<file path="src/rtl/irq_entry_pkg.sv">
package irq_entry_pkg;
  typedef enum logic [1:0] {
    ENT_NONE = 2'd0,
    ENT_NMI  = 2'd1,
    ENT_IRQ  = 2'd2,
    ENT_RST  = 2'd3
  } entry_src_e;
endpackage

</file>
<file path="src/rtl/pin_edge.sv">
module pin_edge #(
  parameter bit RISING = 1'b1
) (
  input  logic clk,
  input  logic rst,
  input  logic pin_i,
  output logic hit_o
);
  logic last_q;

  always_ff @(posedge clk) begin
    if (rst) last_q <= 1'b0;
    else     last_q <= pin_i;
  end

  generate
    if (RISING) begin : g_rise
      assign hit_o = pin_i & ~last_q;
    end else begin : g_fall
      assign hit_o = last_q & ~pin_i;
    end
  endgenerate
endmodule

</file>
<file path="src/rtl/irq_arbiter.sv">
module irq_arbiter (
  input  logic clk,
  input  logic rst,
  input  logic nmi_rise_i,
  input  logic irq_rise_i,
  input  logic irq_i,
  input  logic mask_i,
  input  logic boundary_i,
  input  logic unmask_done_i,
  input  logic idle_i,
  output logic take_nmi_o,
  output logic take_irq_o
);
  logic nmi_pend_q, irq_pend_q;
  logic nmi_due, irq_due, check, irq_slot;

  always_comb begin
    nmi_due    = nmi_pend_q | nmi_rise_i;
    irq_due    = irq_pend_q | irq_rise_i;
    check      = boundary_i & idle_i;
    irq_slot   = check & ~nmi_due;
    take_nmi_o = check & nmi_due;
    take_irq_o = irq_slot & ~unmask_done_i & irq_due & ~mask_i;
  end

  always_ff @(posedge clk) begin
    if (rst) begin
      nmi_pend_q <= 1'b0;
      irq_pend_q <= 1'b0;
    end else begin
      if (take_nmi_o)      nmi_pend_q <= 1'b0;
      else if (nmi_rise_i) nmi_pend_q <= 1'b1;

      if (irq_slot && unmask_done_i) irq_pend_q <= irq_due | irq_i;
      else if (irq_slot && irq_due)  irq_pend_q <= 1'b0;
      else if (irq_rise_i)           irq_pend_q <= 1'b1;
    end
  end

  // an entered maskable request leaves nothing pending
  p_irq_clear_r9: assert property (@(posedge clk) disable iff (rst)
    take_irq_o |=> !irq_pend_q);
  // a re-enable boundary with the line high re-arms the request
  p_rearm_r3: assert property (@(posedge clk) disable iff (rst)
    (boundary_i && idle_i && unmask_done_i && irq_i && !take_nmi_o) |=> irq_pend_q);
endmodule

</file>
<file path="src/rtl/entry_fsm.sv">
module entry_fsm
  import irq_entry_pkg::*;
#(
  parameter int DATA_W               = 8,
  parameter int SEQ_LEN              = 7,
  parameter int FLAG_BRK             = 4,
  parameter logic [DATA_W-1:0] STACK_PAGE = 8'h01,
  parameter logic [2*DATA_W-1:0] VEC_NMI  = 16'hFFFA,
  parameter logic [2*DATA_W-1:0] VEC_RST  = 16'hFFFC,
  parameter logic [2*DATA_W-1:0] VEC_IRQ  = 16'hFFFE
) (
  input  logic                  clk,
  input  logic                  rst,
  input  logic                  take_nmi_i,
  input  logic                  take_irq_i,
  input  logic [2*DATA_W-1:0]   ret_addr_i,
  input  logic [DATA_W-1:0]     status_i,
  output logic                  idle_o,
  output logic                  take_o,
  output logic                  busy_o,
  output logic                  push_valid_o,
  output logic [2*DATA_W-1:0]   push_addr_o,
  output logic [DATA_W-1:0]     push_data_o,
  output logic                  vec_rd_o,
  output logic [2*DATA_W-1:0]   vec_addr_o,
  output logic                  set_mask_o,
  output logic [DATA_W-1:0]     sp_o
);
  localparam int ADDR_W  = 2 * DATA_W;
  localparam int STEP_W  = $clog2(SEQ_LEN + 1);
  localparam logic [STEP_W-1:0] ST_PUSH_HI = STEP_W'(SEQ_LEN - 4);
  localparam logic [STEP_W-1:0] ST_PUSH_LO = STEP_W'(SEQ_LEN - 3);
  localparam logic [STEP_W-1:0] ST_PUSH_ST = STEP_W'(SEQ_LEN - 2);
  localparam logic [STEP_W-1:0] ST_VEC_LO  = STEP_W'(SEQ_LEN - 1);
  localparam logic [STEP_W-1:0] ST_VEC_HI  = STEP_W'(SEQ_LEN);
  localparam logic [DATA_W-1:0] BRK_MASK   = ~(DATA_W'(1) << FLAG_BRK);

  entry_src_e          src_q;
  logic [STEP_W-1:0]   step_q, step_nxt;
  logic [ADDR_W-1:0]   ret_q, vbase;
  logic [DATA_W-1:0]   stat_q;

  assign idle_o = (step_q == '0);

  always_comb begin
    step_nxt = (step_q == ST_VEC_HI) ? '0 : step_q + 1'b1;
    unique case (src_q)
      ENT_NMI: vbase = VEC_NMI;
      ENT_IRQ: vbase = VEC_IRQ;
      default: vbase = VEC_RST;
    endcase
  end

  always_ff @(posedge clk) begin
    if (rst) begin
      step_q       <= ST_PUSH_ST;
      src_q        <= ENT_RST;
      busy_o       <= 1'b1;
      take_o       <= 1'b0;
      push_valid_o <= 1'b0;
      push_addr_o  <= '0;
      push_data_o  <= '0;
      vec_rd_o     <= 1'b0;
      vec_addr_o   <= '0;
      set_mask_o   <= 1'b0;
      sp_o         <= '1;
      ret_q        <= '0;
      stat_q       <= '0;
    end else begin
      take_o       <= 1'b0;
      push_valid_o <= 1'b0;
      vec_rd_o     <= 1'b0;
      set_mask_o   <= 1'b0;
      if (idle_o) begin
        if (take_nmi_i || take_irq_i) begin
          step_q <= STEP_W'(1);
          busy_o <= 1'b1;
          take_o <= 1'b1;
          src_q  <= take_nmi_i ? ENT_NMI : ENT_IRQ;
          ret_q  <= ret_addr_i;
          stat_q <= status_i;
        end
      end else begin
        step_q <= step_nxt;
        busy_o <= (step_nxt != '0);
        if (step_nxt == ST_PUSH_HI || step_nxt == ST_PUSH_LO || step_nxt == ST_PUSH_ST) begin
          push_valid_o <= 1'b1;
          push_addr_o  <= {STACK_PAGE, sp_o};
          sp_o         <= sp_o - 1'b1;
        end
        if (step_nxt == ST_PUSH_HI) push_data_o <= ret_q[ADDR_W-1:DATA_W];
        if (step_nxt == ST_PUSH_LO) push_data_o <= ret_q[DATA_W-1:0];
        if (step_nxt == ST_PUSH_ST) begin
          push_data_o <= stat_q & BRK_MASK;
          set_mask_o  <= 1'b1;
        end
        if (step_nxt == ST_VEC_LO) begin
          vec_rd_o   <= 1'b1;
          vec_addr_o <= vbase;
        end
        if (step_nxt == ST_VEC_HI) begin
          vec_rd_o   <= 1'b1;
          vec_addr_o <= vbase | ADDR_W'(1);
        end
      end
    end
  end

  // the mask request rides on the status push, whose break bit is clear
  p_mask_with_status_r4: assert property (@(posedge clk) disable iff (rst)
    set_mask_o |-> (push_valid_o && !push_data_o[FLAG_BRK]));
  // each push leaves the pointer one below the slot it wrote
  p_sp_follows_push_r4: assert property (@(posedge clk) disable iff (rst)
    push_valid_o |-> (sp_o == DATA_W'(push_addr_o[DATA_W-1:0] - 1'b1)));
  // the high vector byte directly follows its low byte
  p_vec_pair_r5: assert property (@(posedge clk) disable iff (rst)
    (vec_rd_o && vec_addr_o[0]) |-> ($past(vec_rd_o) &&
      (ADDR_W'($past(vec_addr_o) + 1'b1) == vec_addr_o)));
endmodule

</file>
<file path="src/rtl/irq_entry_seq.sv">
module irq_entry_seq #(
  parameter int DATA_W   = 8,
  parameter int SEQ_LEN  = 7,
  parameter int FLAG_BRK = 4
) (
  input  logic                clk,
  input  logic                rst,
  input  logic                nmi_i,
  input  logic                irq_i,
  input  logic                so_i,
  input  logic                mask_i,
  input  logic                boundary_i,
  input  logic                unmask_done_i,
  input  logic [2*DATA_W-1:0] ret_addr_i,
  input  logic [DATA_W-1:0]   status_i,
  output logic                take_o,
  output logic                busy_o,
  output logic                push_valid_o,
  output logic [2*DATA_W-1:0] push_addr_o,
  output logic [DATA_W-1:0]   push_data_o,
  output logic                vec_rd_o,
  output logic [2*DATA_W-1:0] vec_addr_o,
  output logic                set_mask_o,
  output logic                set_ovf_o,
  output logic [DATA_W-1:0]   sp_o
);
  logic nmi_rise, irq_rise, so_fall;
  logic take_nmi, take_irq, idle;

  pin_edge #(.RISING(1'b1)) u_nmi_edge (.clk(clk), .rst(rst), .pin_i(nmi_i), .hit_o(nmi_rise));
  pin_edge #(.RISING(1'b1)) u_irq_edge (.clk(clk), .rst(rst), .pin_i(irq_i), .hit_o(irq_rise));
  pin_edge #(.RISING(1'b0)) u_so_edge  (.clk(clk), .rst(rst), .pin_i(so_i),  .hit_o(so_fall));

  always_ff @(posedge clk) begin
    if (rst) set_ovf_o <= 1'b0;
    else     set_ovf_o <= so_fall;
  end

  irq_arbiter u_arb (
    .clk(clk), .rst(rst),
    .nmi_rise_i(nmi_rise), .irq_rise_i(irq_rise), .irq_i(irq_i),
    .mask_i(mask_i), .boundary_i(boundary_i), .unmask_done_i(unmask_done_i),
    .idle_i(idle), .take_nmi_o(take_nmi), .take_irq_o(take_irq)
  );

  entry_fsm #(.DATA_W(DATA_W), .SEQ_LEN(SEQ_LEN), .FLAG_BRK(FLAG_BRK)) u_fsm (
    .clk(clk), .rst(rst),
    .take_nmi_i(take_nmi), .take_irq_i(take_irq),
    .ret_addr_i(ret_addr_i), .status_i(status_i),
    .idle_o(idle), .take_o(take_o), .busy_o(busy_o),
    .push_valid_o(push_valid_o), .push_addr_o(push_addr_o), .push_data_o(push_data_o),
    .vec_rd_o(vec_rd_o), .vec_addr_o(vec_addr_o),
    .set_mask_o(set_mask_o), .sp_o(sp_o)
  );

  // an overflow request follows a 1-to-0 change of the pin
  p_ovf_on_fall_r7: assert property (@(posedge clk) disable iff (rst)
    set_ovf_o |-> (!$past(so_i) && $past(so_i, 2)));
  // an entry starts only one clock after a boundary strobe
  p_take_after_boundary_r6: assert property (@(posedge clk) disable iff (rst)
    take_o |-> $past(boundary_i));
endmodule

</file>
<file path="config.mk">
export PLATFORM = sky130hd
export DESIGN_NAME = irq_entry_seq
export DESIGN_NICKNAME = d
export VERILOG_FILES = /design/src/rtl/irq_entry_pkg.sv /design/src/rtl/pin_edge.sv /design/src/rtl/irq_arbiter.sv /design/src/rtl/entry_fsm.sv /design/src/rtl/irq_entry_seq.sv
export SDC_FILE = /design/constraint.sdc
export NUM_CORES = 1
export LEC_CHECK = 0
export BUFFER_PORTS_ARGS = -buffer_cell sky130_fd_sc_hd__buf_2
export CAP_MARGIN = 25
export CORE_MARGIN = 5
export CORE_UTILIZATION = 51
export DETAILED_ROUTE_END_ITERATION = 7
export PLACE_DENSITY = 0.79
export SLEW_MARGIN = 20
export SYNTH_ARGS = -nofsm -noshare
export SYNTH_HDL_FRONTEND = slang
export SYNTH_SLANG_ARGS = --single-unit
</file>
<file path="constraint.sdc">
create_clock -name clk -period 2.7 [get_ports clk]
set_input_delay 0.27 -clock clk [delete_from_list [all_inputs] [get_ports clk]]
set_output_delay 0.27 -clock clk [all_outputs]
set_load 0.1 [all_outputs]
</file>
==> metrics.log <==
[metrics] kind of end point of the critical path: register
[metrics] Setup Fix Bufs, Post-CTS: 0
[metrics] share of cells above drive strength 1: 0.264
[metrics] synthesized area per cell: 8.92 sq um
[metrics] clock transition time at the flip-flop clock pins of the worst setup and hold paths: ~70 ps
[metrics] initial core utilization: 0.533
[metrics] minimum period implied by the final worst setup slack: 2280 ps
[metrics] TritonCTS clock tree: built
[metrics] global-route wire length before repair: 10700 um
[metrics] most common cell after layout, fill and taps aside: sky130_fd_sc_hd__buf_2
[metrics] highest-delay cell along the critical path: sky130_fd_sc_hd__mux2_2
[metrics] kind of launch point of the worst setup path: register
[metrics] clock buffer depth: 2
[metrics] Die W: 86.5 um
[metrics] layout filler cell count: 546
[metrics] post_cts resized: 0
[metrics] count of buffers from port buffering: 77
[metrics] via density per instance: about 5.3
[metrics] Setup-failing EPs final: 0
[metrics] most instantiated flip-flop cell in the synthesis netlist: sky130_fd_sc_hd__dfxtp_1
[metrics] area of the mapped netlist: 2990 sq um
[metrics] number of distinct library cells after synthesis: 48
[metrics] total grt overflow: 0
[metrics] global routing usage summed across all routing layers: 0.180
[metrics] Core Util, Final: 0.615
[metrics] row cnt: 27
[metrics] Synth Area in XOR/XNOR: 0
[metrics] Synth Area in Simple Gates: 0.211
[metrics] Clock Root Buffer: sky130_fd_sc_hd__clkbuf_8
[metrics] vias in the first global route: 2279
[metrics] Yosys top cell area share: 0.456
[metrics] cell type contributing the most total cell area after synthesis: sky130_fd_sc_hd__dfxtp_1
[metrics] maximum number of pins on one net before global-route repair: 41
[metrics] CP Cell Sequence: inv_1 -> ha_1 -> nor2b_2 -> mux2_2 -> nand3_1 -> o22ai_1
[metrics] mux cell area share after synthesis: 0.0988
[metrics] number of nets in the layout: 432
[metrics] worst hold path class: input port to register
[metrics] core area: between 5000 and 6000 sq um
[metrics] slew at the pin with the worst max-slew slack: between 700 and 800 ps
[metrics] post-detailed-route count of antenna-violating nets: 0
[metrics] I/O pin cnt: 86
[metrics] total of max-cap violations: 0
[metrics] final sum of negative setup slack: 0 ps
[metrics] Routed wire per std cell: 13.7 um
[metrics] sequential element share of the synthesized area: 0.456
[metrics] number of vias in the routed layout: ~2.5k
[metrics] arrival time at the worst endpoint: between 2000 and 2500 ps
[metrics] gate count of the mapped netlist: about 340
[metrics] required time reported for the critical path endpoint: 2880 ps
[metrics] commonest cells after routing, fill and taps aside: sky130_fd_sc_hd__buf_2, sky130_fd_sc_hd__dfxtp_1, sky130_fd_sc_hd__nand2_1
[metrics] highest net fanout along the worst path: 14
[metrics] highest achievable clock rate: around 440 MHz
[metrics] number of enable-type register cells in the synthesized netlist: 0
[metrics] hold violation count in the final report: 0
[metrics] number of violations reported at the end of detailed-routing iteration 0: 118
[metrics] setup repair after global routing missed its margin: false
[metrics] floorplan die height: 86.5 um
[metrics] antenna fix cells: 0
[metrics] Synth area leaders: sky130_fd_sc_hd__dfxtp_1, sky130_fd_sc_hd__mux2i_1, sky130_fd_sc_hd__nand2_1, sky130_fd_sc_hd__buf_4, sky130_fd_sc_hd__o21ai_0
[metrics] dominant combinational cell family by area after synthesis: simple AND/OR/NAND/NOR gates
[metrics] detailed-router iteration count before antenna repair: 4
[metrics] clock latency at the later pin of the worst-skew pair: approximately 340 ps
[metrics] Die Outline Area: 7490 sq um
[metrics] arithmetic-cell share of the synthesized area counting full adders, half adders and majority gates: 0.0209
[metrics] status: finished, final reports clean
[metrics] crit-path max cell delay: 490 ps
[metrics] number of H-tree levels: 3
[metrics] count of state elements after synthesis: 68
[metrics] Max-slew headroom: 0.468
[metrics] number of pins exceeding their max-slew limit in the final report: 0
[metrics] ys async rst share: 0
[metrics] Routed WL: between 6000 and 7000 um
[metrics] final setup skew: 6.49 ps
[metrics] weighted congestion reported at the end of routability-driven placement: approximately 0.80
[metrics] DRC: 0
[metrics] initial antenna violation count: 0
[metrics] share of the clock period used by the worst path: 0.846
[metrics] clock buffer count from CTS: 9
[metrics] type of the worst setup path: register to register
[metrics] Layout Area Growth over Synthesis: 15.4%
[metrics] Post-CTS Hold Fix Bufs: 0
[metrics] compound-gate portion of the synthesized area: 0.122
[metrics] total of warnings raised by yosys: 0
[metrics] number of sinks driven by the clock tree: 68
[metrics] detailed placement HPWL: 4420 um
==> registers in the layout, summed over array words and instances, names as in the netlist, 2 cells and up <==
name	flops
u_fsm.ret_q	16
u_fsm.push_addr_o	9
u_fsm.push_data_o	8
u_fsm.sp_o	8
u_fsm.stat_q	7
u_fsm.vec_addr_o	4
u_fsm.step_q	3
u_fsm.src_q	2
==> per-layer routing <==
layer / wire length [um] / vias to the layer above / track usage
li1: - / 1252 / -
met1: 2880 / 1122 / 0.228
met2: 2930 / 86 / 0.289
met3: 498 / 11 / 0.0428
met4: 118 / 0 / 0.0850
met5: 0 / - / 0
==> path summary, 6_finish.rpt <==
kind                   startpoint                    to  slack (ps)  cells after the start
setup / recovery  u_fsm.step_q[0]  u_fsm.push_data_o[1]         420                      6
hold reg to reg   u_fsm.stat_q[1]       u_fsm.stat_q[1]         460                      2
hold / removal               so_i             set_ovf_o         100                      2
setup reg to reg  u_fsm.step_q[0]  u_fsm.push_data_o[1]         420                      6
==> worst max-delay path: cells and delay by family, from the launching register on <==
kind	cells	cell delay [ps]
fa+ha+maj	1	340
compound gates	1	160
flops	1	450
simple gates	2	580
buf+inv	1	110
mux	1	490
==> cell families after synthesis <==
group           Yosys count
simple gates            127
flops                    68
compound gates           57
buf+inv                  48
mux                      29
fa+ha+maj                 5
other cells               1
==> synth_stat cells, drive strengths merged, types with 2 or more instances <==
cell and n:
nand2b 8, nor3 4, nor2 15, o211ai 2
o22ai 7, ha 5, dfxtp 68, o221ai 7
nor2b 11, a21oi 12, inv 8, nor4 4
nand3 10, o31ai 3, o21ai 15, clkbuf 14
o21a 2, or4 3, or3 2, a211oi 2
and3 3, mux2i 28, nand2 58, and2 3
buf 26
==> metrics by stage <==
step	cells	instance area, sq um	hold slack [ps]	worst slack, ps
2_1_floorplan	341	3010	346	691
3_3_place_gp	456	3290	440	538
6_report	470	3450	96.9	415
5_1_grt	470	3450	96.0	197
4_1_cts	470	3450	79.7	424
3_5_place_dp	456	3290	448	450
==> cell type report <==
type	instances	area, sq um	area share
timing repair buffer	83	430	0.125
clock buffer	11	141	0.0410
clock inverter	3	15.0	0.00436
sequential	68	1360	0.395
tap	72	90.1	0.0261
inverter	8	30.0	0.00871
multi-input combinational	225	1380	0.400
Power is not shown: default switching activity piles up to over one toggle a cycle in this logic, so the estimate is an artifact.
